## src/rtl/pwb_pkg.sv

```systemverilog
package pwb_pkg;
  localparam int PageBytes = 4;
  localparam int SlotW     = $clog2(PageBytes);

  typedef enum logic [1:0] {
    ST_IDLE  = 2'd0,
    ST_WRITE = 2'd1,
    ST_HOLD  = 2'd2
  } pwbState_t;

  typedef struct packed {
    logic             clearBuf;
    logic             takeByte;
    logic             writing;
    logic [SlotW-1:0] slot;
  } pwbStrobes_t;
endpackage

```

## src/rtl/pwb_datapath.sv

```systemverilog
module pwb_datapath
  import pwb_pkg::*;
#(
  parameter int ADDR_W = 7,
  parameter int DATA_W = 8
) (
  input  logic                  clk,
  input  logic                  rstN,
  input  pwbStrobes_t           ctl,
  input  logic [DATA_W-1:0]     byteData,
  input  logic [ADDR_W-1:0]     wordAddr,
  output logic [PageBytes-1:0]  validMask,
  output logic [ADDR_W-1:0]     memAddr,
  output logic [DATA_W-1:0]     memData
);
  localparam int BaseW = ADDR_W - SlotW;

  logic [DATA_W-1:0] pageBuf [PageBytes];
  logic [BaseW-1:0]  pageBase;
  logic [SlotW-1:0]  fillPtr;
  logic [SlotW-1:0]  targetSlot;
  logic              bufEmpty;

  assign bufEmpty   = (validMask == '0);
  assign targetSlot = bufEmpty ? wordAddr[SlotW-1:0] : fillPtr;

  always_ff @(posedge clk or negedge rstN) begin
    if (!rstN) begin
      validMask <= '0;
      pageBase  <= '0;
      fillPtr   <= '0;
    end else if (ctl.clearBuf) begin
      validMask <= '0;
    end else if (ctl.takeByte) begin
      validMask[targetSlot] <= 1'b1;
      fillPtr               <= targetSlot + 1'b1;
      if (bufEmpty) pageBase <= wordAddr[ADDR_W-1:SlotW];
    end
  end

  for (genvar i = 0; i < PageBytes; i++) begin : g_slot
    always_ff @(posedge clk or negedge rstN) begin
      if (!rstN) pageBuf[i] <= '0;
      else if (ctl.takeByte && targetSlot == SlotW'(i)) pageBuf[i] <= byteData;
    end
  end

  assign memAddr = {pageBase, ctl.slot};
  assign memData = pageBuf[ctl.slot];

  AST_PAGE_HELD: assert property (@(posedge clk) disable iff (!rstN)
    (ctl.takeByte && !bufEmpty) |=> $stable(pageBase));
  AST_CLEAR_EMPTIES: assert property (@(posedge clk) disable iff (!rstN)
    ctl.clearBuf |=> (validMask == '0));
  AST_BYTE_MARKED: assert property (@(posedge clk) disable iff (!rstN)
    ctl.takeByte |=> (validMask != '0));
endmodule

```

## src/rtl/pwb_ctrl.sv

```systemverilog
module pwb_ctrl
  import pwb_pkg::*;
#(
  parameter int COMMIT_CYCLES = 1000
) (
  input  logic                 clk,
  input  logic                 rstN,
  input  logic                 startPulse,
  input  logic                 dataValid,
  input  logic                 stopPulse,
  input  logic [PageBytes-1:0] validMask,
  output pwbStrobes_t          ctl,
  output logic                 memWe,
  output logic                 busy
);
  localparam int CntW = $clog2(COMMIT_CYCLES + 1);
  localparam logic [SlotW-1:0] LastSlot = SlotW'(PageBytes - 1);
  localparam logic [CntW-1:0]  HoldLoad = CntW'(COMMIT_CYCLES - 1);

  pwbState_t        state;
  logic [SlotW-1:0] slotCnt;
  logic [CntW-1:0]  holdCnt;
  logic             idle;
  logic             holdDone;

  assign idle     = (state == ST_IDLE);
  assign holdDone = (state == ST_HOLD) && (holdCnt == '0);

  always_ff @(posedge clk or negedge rstN) begin
    if (!rstN) begin
      state   <= ST_IDLE;
      slotCnt <= '0;
      holdCnt <= '0;
    end else begin
      unique case (state)
        ST_IDLE: begin
          if (stopPulse && !startPulse && (validMask != '0)) begin
            state   <= ST_WRITE;
            slotCnt <= '0;
          end
        end
        ST_WRITE: begin
          slotCnt <= slotCnt + 1'b1;
          if (slotCnt == LastSlot) begin
            state   <= ST_HOLD;
            holdCnt <= HoldLoad;
          end
        end
        ST_HOLD: begin
          if (holdCnt == '0) state <= ST_IDLE;
          else holdCnt <= holdCnt - 1'b1;
        end
        default: state <= ST_IDLE;
      endcase
    end
  end

  always_comb begin
    ctl.clearBuf = (idle && startPulse) || holdDone;
    ctl.takeByte = idle && dataValid && !startPulse && !stopPulse;
    ctl.writing  = (state == ST_WRITE);
    ctl.slot     = slotCnt;
  end

  assign memWe = ctl.writing && validMask[slotCnt];
  assign busy  = !idle;

  AST_WE_IN_BUSY: assert property (@(posedge clk) disable iff (!rstN)
    memWe |-> busy);
  AST_STOP_COMMITS: assert property (@(posedge clk) disable iff (!rstN)
    (!busy && stopPulse && !startPulse && (validMask != '0)) |=> busy);
  AST_EMPTY_STOP: assert property (@(posedge clk) disable iff (!rstN)
    (!busy && stopPulse && (validMask == '0)) |=> !busy);
  AST_IGNORE_BUSY: assert property (@(posedge clk) disable iff (!rstN)
    ((state == ST_WRITE) && dataValid) |=> $stable(validMask));
  AST_DONE_EMPTY: assert property (@(posedge clk) disable iff (!rstN)
    $fell(busy) |-> (validMask == '0));
endmodule

```

## src/rtl/pwb_page_commit.sv

```systemverilog
module pwb_page_commit
  import pwb_pkg::*;
#(
  parameter int ADDR_W        = 7,
  parameter int DATA_W        = 8,
  parameter int COMMIT_CYCLES = 1000
) (
  input  logic              clk,
  input  logic              rstN,
  input  logic              startPulse,
  input  logic              dataValid,
  input  logic [DATA_W-1:0] byteData,
  input  logic [ADDR_W-1:0] wordAddr,
  input  logic              stopPulse,
  output logic              memWe,
  output logic [ADDR_W-1:0] memAddr,
  output logic [DATA_W-1:0] memData,
  output logic              busy
);
  pwbStrobes_t          ctl;
  logic [PageBytes-1:0] validMask;

  pwb_ctrl #(.COMMIT_CYCLES(COMMIT_CYCLES)) u_ctrl (
    .clk        (clk),
    .rstN       (rstN),
    .startPulse (startPulse),
    .dataValid  (dataValid),
    .stopPulse  (stopPulse),
    .validMask  (validMask),
    .ctl        (ctl),
    .memWe      (memWe),
    .busy       (busy)
  );

  pwb_datapath #(.ADDR_W(ADDR_W), .DATA_W(DATA_W)) u_dp (
    .clk       (clk),
    .rstN      (rstN),
    .ctl       (ctl),
    .byteData  (byteData),
    .wordAddr  (wordAddr),
    .validMask (validMask),
    .memAddr   (memAddr),
    .memData   (memData)
  );
endmodule

```

## config.mk

```make
export PLATFORM = sky130hd
export DESIGN_NAME = pwb_page_commit
export DESIGN_NICKNAME = d
export VERILOG_FILES = /design/src/rtl/pwb_pkg.sv /design/src/rtl/pwb_datapath.sv /design/src/rtl/pwb_ctrl.sv /design/src/rtl/pwb_page_commit.sv
export SDC_FILE = /design/constraint.sdc
export NUM_CORES = 1
export LEC_CHECK = 0
export BUFFER_PORTS_ARGS = -buffer_cell sky130_fd_sc_hd__buf_2
export CORE_MARGIN = 8
export CORE_UTILIZATION = 57
export CTS_CLUSTER_SIZE = 12
export DETAILED_ROUTE_END_ITERATION = 8
export GPL_TIMING_DRIVEN = 0
export PLACE_DENSITY = 0.77
export SLEW_MARGIN = 30
export SYNTH_ARGS = -nofsm -noshare
export SYNTH_HDL_FRONTEND = slang
export SYNTH_SLANG_ARGS = --single-unit
```

## constraint.sdc

```tcl
create_clock -name clk -period 3.1 [get_ports clk]
set_clock_uncertainty 0.15 [all_clocks]
set_input_delay 0.465 -clock clk [delete_from_list [all_inputs] [get_ports clk]]
set_output_delay 0.465 -clock clk [all_outputs]
set_load 0.02 [all_outputs]
```

**Yosys cells after proc, flatten, opt, wreduce, memory -nomap -nowiden**

Cells that the tools add are included.

- Add/sub/neg operators: 3
- Magnitude comparators: 4
- Eq/ne operators: 10
- Muxes and demuxes: 19
- Bitwise operators: 3
- Reduce and logical (&&, ||, !) cells: 30

Operator list:

| operator | number |
|---|---|
| two-way mux 10 bit | 2 |
| case mux 10 bit (2 select lines) | 1 |
| binary-select mux 8 bit (select 2 bit) | 1 |
| two-way mux 8 bit | 2 |
| logical AND 1 bit | 13 |
| zero test 10 bit | 1 |
| two-way mux 2 bit | 5 |
| subtractor 10 x 1 -> 10 bit (second input constant) | 1 |
| AND reduction 3 bit | 3 |
| == test 2 bit (second input constant) | 4 |
| two-way mux 4 bit | 2 |
| != test 2 bit (second input constant) | 4 |
| less-than comparator 2 x 3 -> 1 bit (second input constant) | 2 |
| case mux 2 bit (3 select lines) | 1 |
| nonzero test 2 bit | 3 |
| adder 2 x 1 -> 2 bit (second input constant) | 2 |
| == test 2 x 1 -> 1 bit (second input constant) | 2 |
| zero test 2 bit | 2 |
| zero test 4 bit | 1 |
| bitwise OR 4 bit | 1 |
| case mux 2 bit (2 select lines) | 1 |
| AND reduction 2 bit | 2 |
| nonzero test 4 bit | 1 |
| >= comparator 3 bit (second input constant) | 1 |
| other kinds (8) | 11 |

- Register bits after elaboration: 57
- Bits of input ports: 20
- Logic and storage cells: 79

**Logic depth before layout (Yosys ltp)**

Gate-level depths: netlist of run 1.

- Depth in word-level cells: 9
- Depth in mapped cells: 6
- Gate-level depth less buffers: 6

**Hierarchy**

A second synthesis of run 1 with hierarchy kept.

- Cells, all modules: 212
- Area total of the unflattened synthesis: 2720.1 µm²

Modules (own cells, without submodules):

| module | instances | cells an instance | area each (µm²) |
|---|---|---|---|
| pwb_datapath | 1 | 118 | 1886.8 |
| pwb_ctrl | 1 | 94 | 833.3 |

**Least setup slack after synthesis of run 1**

Ideal clock, no wire load.

- Kind: flip-flop to flip-flop
- From: register u_dp.validMask[2]
- To: register u_dp.pageBuf[0] (netlist name)
- Library setup time: 0.125 ns
- Arrival time: 2.003 ns
- Required time: 2.825 ns
- Setup slack: 0.822 ns
- Stages on the path, launching flop included: 7
- Buffers on the path: 0
- Period minus slack after synthesis: 2.278 ns
- Cell sequence: dfrtp_1 -> nor4_1 -> mux2i_1 -> inv_1 -> ha_1 -> nand2_2 -> mux2_2

- Cells in the longest elaborated chain, start to end: 4

Ends and longest elaborated chain:

| item | RTL line | RTL |
|---|---|---|
| from (decl) | pwb_datapath.sv:12 | `output logic [PageBytes-1:0] validMask,` |
| from (signal assigned) | pwb_datapath.sv:29 | `validMask <= '0;` |
| from (signal assigned) | pwb_datapath.sv:33 | `validMask <= '0;` |
| from (signal, indexed assignment) | pwb_datapath.sv:35 | `validMask[targetSlot] <= 1'b1;` |
| zero test 4 bit | pwb_datapath.sv:24 | `assign bufEmpty = (validMask == '0);` |
| two-way mux 2 bit | pwb_datapath.sv:25 | `assign targetSlot = bufEmpty ? wordAddr[SlotW-1:0] : fillPtr;` |
| == test 2 bit | pwb_datapath.sv:44 | `else if (ctl.takeByte && targetSlot == SlotW'(i)) pageBuf[i] <= byteData;` |
| logical AND 1 bit | pwb_datapath.sv:44 |  |
| to (signal, indexed assignment) | pwb_datapath.sv:44 |  |
| to (decl) | pwb_datapath.sv:18 | `logic [DATA_W-1:0] pageBuf [PageBytes];` |

Every way passes these cells.
A chain may end at the register's enable or synchronous reset.

**Final worst setup path of run 1**

Ends and elaborated chain as after synthesis.

==> flow_summary.yaml, run 1 <==
floorplan:
  ios: 37
  die_h_microns: 84.60
  start_util: 0.5795
  die-area_sq_um: 7157
  coreArea_sq_um: 4629
  rows: 25
  fp.dieW_microns: 84.60
drt:
  drcViolationCount: 0
  ant_nets: 0
  via_count: 1720
  vias_per_cell: 5.733
  wirelength_microns: 5119
  dr.pass1.iters: 4
  dr.first_iter.drc_count: 37
  wl_per_cell_microns: 17.06
grt:
  grt_max_degree: 58
  grt_pass1_wl_microns: 8666
  antenna_found_initial: 0
  grtUsageTotal: 0.1552
  grt_overflow: 0
  grt_pass1_vias: 1883
synth:
  synthCells: 195
  synth_edf_count: 0
  ys_types: 42
  avgSynthCellArea_sq_um: 13.76
  ys_seq_elements: 57
  yosys_warnings: 0
  ys_seq_area_frac: 0.5317
  ys.flop_type: "dfrtp_1"
  postSynth.asyncResetShare: 1.000
  synthesis.area_sq_um: 2683
  synth_fp_nets: 222
pwr:
  irDropWorstVdd_mv: 0.4561
  p_leak_uw: 0.001567
  power_density_nw_per_um2: 501.0
clocking:
  cts_tree: "yes"
  path_clk_slew_ns: 0.06
  cts_sinks: 57
  root_buffer: "clkbuf_8"
  post_cts_buffers: 0
  numCtsBuffers: 9
  htreeDepth: 3
  cts.repair.resized: 0
  cts_hold_buf: 0
  worstSkewPairLatency_ns: 0.32
  cts.path.max_buffers: 2
timing:
  slew_viol_final: 0
  hold_slack_ns: 0.03230
  fmax_mhz: 368.1
  hold_viol_final: 0
  finalSetupViolCount: 0
  fin_crit_ns: 2.716
  grt_setup_unrepaired: "no"
  fin_setup_tns_ns: 0
  max_slew_margin: 0.4642
  worstMarginPinSlew_ns: 0.7963
  post-route-period-util: 0.8763
run_status:
  status: "finished clean"
layout:
  area.sequential_sq_um: 1426
  multi_input_comb_area_sq_um: 1192
  fin_nets: 269
  area_delta_synth_final_pct: 17.86
  drive_gt1_frac: 0.4634
  diodes: 0
  fillers: 329
critical_path:
  r2r_slack_ns: 0.38
  startpoint_type: "flop"
  cp.buffers_inverters: 1
  crit_fanout: 9
  path_delay_family: "simple AND/OR/NAND/NOR gates"
  cp-startpoint: "u_dp.validMask[2]"
  r2r_end: "u_dp.pageBuf[0]"
  cp.required_ns: 3.16
  crit_path_top_delay_cell: "nor4_1"
  crit_type: "reg -> reg"
  r2r-start: "u_dp.validMask[2]"
  end_kind: "flop"
  cpPeakStageDelay_ns: 0.71
  reg2reg_depth: 6
  arrival_ns: 2.77
  path_cells: "nor4_1 > mux2i_1 > inv_1 > ha_1 > nand2_2 > mux2_2"
placement:
  gp_congestion: 0.8318
  dp_hpwl_microns: 3566
  port-buffer-count: 36
min_path:
  hp-class: "in -> async"
flow_run:
  maxCapViolations: 0
[registers in the layout, indices dropped and copies added, names as in the netlist]
signal	count
u_ctrl.state	2
u_ctrl.slotCnt	2
u_dp.pageBase	5
u_dp.validMask	4
u_dp.pageBuf	32
u_ctrl.holdCnt	10
u_dp.fillPtr	2
[how the worst max path moves through the flow]
stage	end	slack, ns	cells after the start
after CTS	u_dp.pageBuf[4]	0.36	6
final	u_dp.pageBuf[0]	0.38	6
after detailed placement	u_dp.pageBuf[1]	0.37	6
after global placement	u_dp.pageBuf[6]	0.41	6
after global routing	u_dp.pageBuf[1]	0.15	6
after floorplan	u_dp.pageBuf[0]	0.82	6
[power by group]
part | leakage [uW] | internal, uW | switching (uW)
logic | 0.000698 | 19.0 | 30.9
clock network | 0.000116 | 514 | 271
registers | 0.000754 | 747 | 1.48
[cell type report]
type                    count  area share
repair buffers             36     0.05778
well taps                  54     0.02137
flip-flops and latches     57      0.4511
multi-input cells         122      0.3771
plain buffers               5    0.007123
clock buffers              13     0.05342
inverters                  11     0.01306
clock inverters             2     0.01899
[cell usage in the layout, fill, tap and decap left out, types with 2 or more instances in the layout]
| master | count |
|---|---|
| a21boi_0 | 4 |
| a21oi_1 | 5 |
| and2_1 | 2 |
| buf_2 | 37 |
| bufinv_16 | 2 |
| clkbuf_1 | 3 |
| clkbuf_8 | 12 |
| dfrtp_1 | 57 |
| ha_1 | 7 |
| inv_1 | 11 |
| mux2_2 | 42 |
| mux2i_1 | 2 |
| mux4_2 | 9 |
| nand2_1 | 6 |
| nand2_2 | 4 |
| nand3_1 | 2 |
| nor2_1 | 6 |
| nor3_1 | 3 |
| nor4_1 | 2 |
| o21ai_0 | 2 |
| o31ai_1 | 2 |
| or2_2 | 2 |
| xnor2_1 | 2 |
[through the flow]
stage	util	power, uW	std cells	setup slack (ns)	cell area, sq um
floorplan	-	778.0	195	0.8222	2683
global placement	0.6330	812.8	285	0.4089	2930
detailed placement	0.6335	813.7	285	0.3723	2933
CTS	0.6830	1601	300	0.3568	3162
global route	0.6830	1635	300	0.1467	3162
finish	0.6830	1584	300	0.3836	3162
[per-layer routing]
layer | track usage | vias up | part of all wire
met4 | 0.07443 | 0 | 0.018
met1 | 0.1773 | 873 | 0.45
met5 | 0 | - | 0
met2 | 0.2606 | 30 | 0.49
met3 | 0.04488 | 9 | 0.036
li1 | - | 808 | -
[cells by family after synthesis]
logic type               after synthesis  synth area share
XOR/XNOR                               3          0.009797
AND/OR/NAND/NOR                       40           0.09375
multiplexers                          53            0.2593
flip-flops                            57            0.5317
AO/OA/AOI/OAI                         19           0.04898
buffers and inverters                 16           0.02379
adder cells (fa/ha/maj)                7           0.03265
[synth_stat cells (2+ instances only)]
cell type	n	area (sq um)
clkbuf_1	2	7.510
mux2_2	42	473.0
nor4_1	2	12.51
and2_1	2	12.51
o31ai_1	2	15.01
or2_2	2	12.51
nand2_1	6	22.52
nand3_1	2	10.01
xnor2_1	2	17.52
nand2_2	4	25.02
dfrtp_1	57	1426
nor2_1	6	22.52
buf_2	2	10.01
nor3_1	3	15.01
inv_1	11	41.29
ha_1	7	87.58
a21boi_0	4	30.03
a21oi_1	5	25.02
mux4_2	9	202.7
mux2i_1	2	20.02
o21ai_0	2	10.01
(Power assumes the default switching activity.)
==> run 2, diff against run 1 <==
--- a/config.mk
+++ b/config.mk
@@ -7,12 +7,13 @@
 export LEC_CHECK = 0
 export BUFFER_PORTS_ARGS = -buffer_cell sky130_fd_sc_hd__buf_2
 export CORE_MARGIN = 8
-export CORE_UTILIZATION = 57
+export CORE_UTILIZATION = 25
 export CTS_CLUSTER_SIZE = 12
 export DETAILED_ROUTE_END_ITERATION = 8
 export GPL_TIMING_DRIVEN = 0
-export PLACE_DENSITY = 0.77
-export SLEW_MARGIN = 30
+export PLACE_DENSITY = 0.39
+export RECOVER_POWER = 100
+export SLEW_MARGIN = 20
 export SYNTH_ARGS = -nofsm -noshare
 export SYNTH_HDL_FRONTEND = slang
 export SYNTH_SLANG_ARGS = --single-unit
==> run 2 against run 1 <==
Via count decreased by 0.23%. Non-clock buffer count increased by 2. Register-to-register slack about the same. Die area increased by 100%. Largest cell class unchanged.
==> flow_summary.yaml, run 2 (synthesis results as in run 1) <==
run_status:
  status: "finished clean"
pwr:
  p_leak_uw: 0.001460
  power_density_nw_per_um2: 448.7
  irDropWorstVdd_mv: 0.3323
min_path:
  hold_path_end: "u_dp.pageBase[3]"
  hp-class: "in -> reg"
  hold_path.startpoint: "wordAddr[5]"
  whs_path_depth: 2
timing:
  max_slew_margin: 0.2828
  finalSetupViolCount: 0
  hold_slack_ns: 0.2036
  worstMarginPinSlew_ns: 1.076
  fmax_mhz: 369.1
  fin_setup_tns_ns: 0
  fin_crit_ns: 2.709
  slew_viol_final: 0
  grt_setup_unrepaired: "no"
  hold_viol_final: 0
  post-route-period-util: 0.8739
critical_path:
  crit_path_top_delay_cell: "clkbuf_1"
  cpPeakStageDelay_ns: 0.61
  cp.required_ns: 2.48
  startpoint_type: "flop"
  path_cells: "clkbuf_1 > mux4_2 > and2_1 > clkbuf_1"
  crit_top_cell: "clkbuf_1"
  r2r-start: "u_ctrl.state[1]"
  cp.buffers_inverters: 2
  path_delay_family: "buffers and inverters"
  reg2reg_depth: 6
  crit_type: "reg -> out"
  r2r_slack_ns: 0.39
  r2r_end: "u_dp.pageBase[2]"
  arrival_ns: 2.09
  end_kind: "output pin"
  crit_fanout: 10
layout:
  fillers: 1114
  layout_commonest_cell: "dfrtp_1"
  largest-register: "u_dp.pageBuf"
  area.sequential_sq_um: 1426
  multi_input_comb_area_sq_um: 1190
  fin_nets: 271
  postLayoutCoreUtil: 0.3013
  area_delta_synth_final_pct: 19.64
  mostFrequentLayoutCells: "dfrtp_1, mux2_2, clkbuf_1"
  top_regs: "u_dp.pageBuf (32), u_ctrl.holdCnt (10), u_dp.pageBase (5)"
  diodes: 0
  drive_gt1_frac: 0.3936
  largest_register_ffs: 32
floorplan:
  rows: 38
  die-area_sq_um: 14300
  coreArea_sq_um: 10650
  die_h_microns: 119.6
  ios: 37
  fp.dieW_microns: 119.6
  start_util: 0.2519
drt:
  dr.first_iter.drc_count: 59
  wl_per_cell_microns: 15.58
  drcViolationCount: 0
  dr.pass1.iters: 4
  vias_per_cell: 4.411
  wirelength_microns: 6061
  via_count: 1716
  ant_nets: 0
grt:
  grt_pass1_vias: 1937
  grtUsageTotal: 0.09311
  grt_pass1_wl_microns: 10040
  grt_overflow: 0
  antenna_found_initial: 0
  grt_max_degree: 43
clocking:
  path_clk_slew_ns: 0.07
  post_cts_buffers: 0
  numCtsBuffers: 9
  cts.path.max_buffers: 2
  htreeDepth: 3
  cts_tree: "yes"
  cts_sinks: 57
  root_buffer: "clkbuf_8"
  worstSkewPairLatency_ns: 0.35
flow_run:
  maxCapViolations: 0
placement:
  port-buffer-count: 36
  gp_congestion: 0.6915
  dp_hpwl_microns: 4122
-- run 2: area by class of cell --
| cell class | instances | share of cell area |
|---|---|---|
| repair buffers | 38 | 0.05419 |
| clock buffers | 12 | 0.04834 |
| clock inverters | 4 | 0.008577 |
| well taps | 140 | 0.05458 |
| inverters | 11 | 0.01287 |
| flip-flops and latches | 57 | 0.4444 |
| multi-input cells | 122 | 0.3708 |
| plain buffers | 5 | 0.006238 |
-- run 2: metal layers --
layer  global-route usage  share of wire
met1               0.1072           0.44
met5                    0              0
met2               0.1467           0.49
met4              0.04684          0.021
met3              0.03852          0.046
-- run 2: worst reg2reg max path, stage by stage (launching register included) --
cell and delay (ns):
dfrtp_1 0.36, clkbuf_1 0.19, or2_4 0.31, nor4b_2 0.75, and2_0 0.22, clkbuf_1 0.25
mux2_2 0.37
-- run 2: power by group --
group	internal [uW]	switching [uW]
logic	18.7	32.4
clock network	332	309
registers	747	1.33
total	1100	343
-- run 2: how the worst max path moves through the flow --
stage	end	cells past startpoint	slack (ns)	from
3_3_place_gp	u_dp.pageBuf[0]	6	0.08	u_dp.validMask[2]
5_1_grt	u_dp.pageBase[3]	6	0.15	u_ctrl.state[1]
2_1_floorplan	u_dp.pageBuf[0]	6	0.82	u_dp.validMask[2]
4_1_cts	u_dp.pageBuf[6]	6	0.08	u_dp.validMask[2]
6_report	memWe	4	0.39	u_ctrl.slotCnt[1]
3_5_place_dp	u_dp.pageBuf[6]	6	0.11	u_dp.validMask[2]
-- run 2: timing repair --
item,4_1_cts,5_1_grt
setup endpoints to repair,0,16
hold buffers,1,0
hold endpoints to repair,15,0
gates resized for setup,0,1
-- run 2: stage by stage --
step | area (sq um) | power [uW] | std cells | setup WS [ns]
2_1_floorplan | 2683 | 778.0 | 195 | 0.8222
3_3_place_gp | 3038 | 816.1 | 371 | 0.08178
3_5_place_dp | 3068 | 821.0 | 372 | 0.1112
4_1_cts | 3261 | 1479 | 389 | 0.08187
5_1_grt | 3209 | 1505 | 389 | 0.1531
6_report | 3209 | 1440 | 389 | 0.3910
==> run 3, diff against run 2 <==
--- a/config.mk
+++ b/config.mk
@@ -7,11 +7,11 @@
 export LEC_CHECK = 0
 export BUFFER_PORTS_ARGS = -buffer_cell sky130_fd_sc_hd__buf_2
 export CORE_MARGIN = 8
-export CORE_UTILIZATION = 25
+export CORE_UTILIZATION = 57
 export CTS_CLUSTER_SIZE = 12
 export DETAILED_ROUTE_END_ITERATION = 8
 export GPL_TIMING_DRIVEN = 0
-export PLACE_DENSITY = 0.39
+export PLACE_DENSITY = 0.77
 export RECOVER_POWER = 100
 export SLEW_MARGIN = 20
 export SYNTH_ARGS = -nofsm -noshare
==> run 3 against run 2 <==
Hold slack better by 0.025 ns. Maximum frequency is 0.65% lower. Combinational power is 6.8% lower. Cell count is 23% lower. Wire length is 15% lower. Clock power is 22% higher. Sequential cell count stayed put. Count of clock-buffer cells in the layout is 1 higher. Via count is 0.47% lower. Power is 9.7% higher. Largest cell class unchanged. Largest power group is now clock.
==> flow_summary.yaml, run 3 (synthesis results as in run 1) <==
drt:
  dr.pass1.iters: 4
  via_count: 1708
  wirelength_microns: 5134
  vias_per_cell: 5.693
  drcViolationCount: 0
  wl_per_cell_microns: 17.11
  ant_nets: 0
  dr.first_iter.drc_count: 48
layout:
  mostFrequentLayoutCells: "dfrtp_1, mux2_2, buf_2"
  fin_nets: 269
  area_delta_synth_final_pct: 16.37
  largest_register_ffs: 32
  largest-register: "u_dp.pageBuf"
  drive_gt1_frac: 0.3780
  postLayoutCoreUtil: 0.6743
  diodes: 0
  postLayoutCellArea_sq_um: 3122
  layout_commonest_cell: "dfrtp_1"
  top_regs: "u_dp.pageBuf (32), u_ctrl.holdCnt (10), u_dp.pageBase (5)"
floorplan:
  start_util: 0.5795
  die-area_sq_um: 7157
  ios: 37
  rows: 25
  die_h_microns: 84.60
  fp.dieW_microns: 84.60
  coreArea_sq_um: 4629
clocking:
  cts_hold_buf: 0
  cts.repair.resized: 0
  htreeDepth: 3
  numCtsBuffers: 9
  cts_tree: "yes"
  worstSkewPairLatency_ns: 0.32
  post_cts_buffers: 0
  cts.path.max_buffers: 2
  path_clk_slew_ns: 0.06
  cts_sinks: 57
  root_buffer: "clkbuf_8"
critical_path:
  crit_fanout: 9
  startpoint_type: "flop"
  reg2reg_depth: 6
  end_kind: "flop"
  r2r-start: "u_dp.validMask[2]"
  crit_type: "reg -> reg"
  cp.required_ns: 3.16
  r2r_slack_ns: 0.37
  arrival_ns: 2.79
  r2r_end: "u_dp.pageBuf[1]"
timing:
  fin_crit_ns: 2.727
  post-route-period-util: 0.8796
  max_slew_margin: 0.07972
  hold_slack_ns: 0.2288
  worstMarginPinSlew_ns: 1.380
  finalSetupViolCount: 0
  hold_viol_final: 0
  fmax_mhz: 366.7
  slew_viol_final: 0
  fin_setup_tns_ns: 0
  grt_setup_unrepaired: "no"
flow_run:
  maxCapViolations: 0
grt:
  grt_pass1_vias: 1883
  grt_pass1_wl_microns: 8666
  antenna_found_initial: 0
  grtUsageTotal: 0.1552
  grt_max_degree: 58
  grt_overflow: 0
pwr:
  power_density_nw_per_um2: 506.0
  p_leak_uw: 0.001485
  irDropWorstVdd_mv: 0.4550
min_path:
  hp-class: "in -> reg"
  whs_path_depth: 2
  hold_path_end: "u_dp.pageBase[4]"
  hold_path.startpoint: "wordAddr[6]"
run_status:
  status: "finished clean"
placement:
  dp_hpwl_microns: 3566
  port-buffer-count: 36
  gp_congestion: 0.8318
  place_area_sq_um: 2933
==> run 3: changes by cell type in the layout (fill, tap and decap cells not counted), moves of 2 or more <==
cell,before,now
clkbuf_1,22,20
nand2_2,4,2
nand2_1,6,8
bufinv_16,0,2
clkinvlp_4,3,0
==> run 3: worst max-delay path by stage <==
stage,to,from,cells past startpoint,slack (ns)
floorplan,u_dp.pageBuf[0],u_dp.validMask[2],6,0.82
global route,u_dp.pageBuf[1],u_dp.validMask[2],6,0.14
global placement,u_dp.pageBuf[6],u_dp.validMask[2],6,0.41
detailed placement,u_dp.pageBuf[1],u_dp.validMask[2],6,0.37
finish,u_dp.pageBuf[1],u_dp.validMask[2],6,0.37
CTS,u_dp.pageBuf[4],u_dp.validMask[2],6,0.36
==> run 3: final cells by class <==
cell class | count | area (sq um)
Buffer | 5 | 20.02
Clock buffer | 13 | 168.9
Clock inverter | 2 | 60.06
Fill cell | 346 | 1508
Inverter | 11 | 41.29
Multi-Input combinational cell | 122 | 1176
Sequential cell | 57 | 1426
Tap cell | 54 | 67.56
Timing Repair Buffer | 36 | 161.4
==> run 3: critical path: stages, from the launching register on <==
cell and delay (ns):
dfrtp_1 0.39, nor4_1 0.72, mux2i_1 0.43, inv_1 0.11, ha_1 0.22, nand2_2 0.22, mux2_2 0.37
==> run 3: per-stage QoR <==
stage          setup slack [ns]  instances  total power, uW
3_5_place_dp             0.3723        285            813.7
6_report                 0.3733        300             1580
2_1_floorplan            0.8222        195            778.0
4_1_cts                  0.3568        300             1601
3_3_place_gp             0.4089        285            812.8
5_1_grt                  0.1424        300             1633
==> run 3: per-layer routing <==
metal	GRT usage	share of wire
met1	0.1773	0.44
met2	0.2606	0.51
met4	0.07443	0.017
met3	0.04488	0.041
met5	0	0
==> run 3: power by group <==
part | total [uW] | internal (uW) | switching [uW]
Sequential | 749 | 747 | 1.49
Clock | 783 | 514 | 269
Combinational | 47.6 | 17.3 | 30.3
Total | 1580 | 1280 | 301
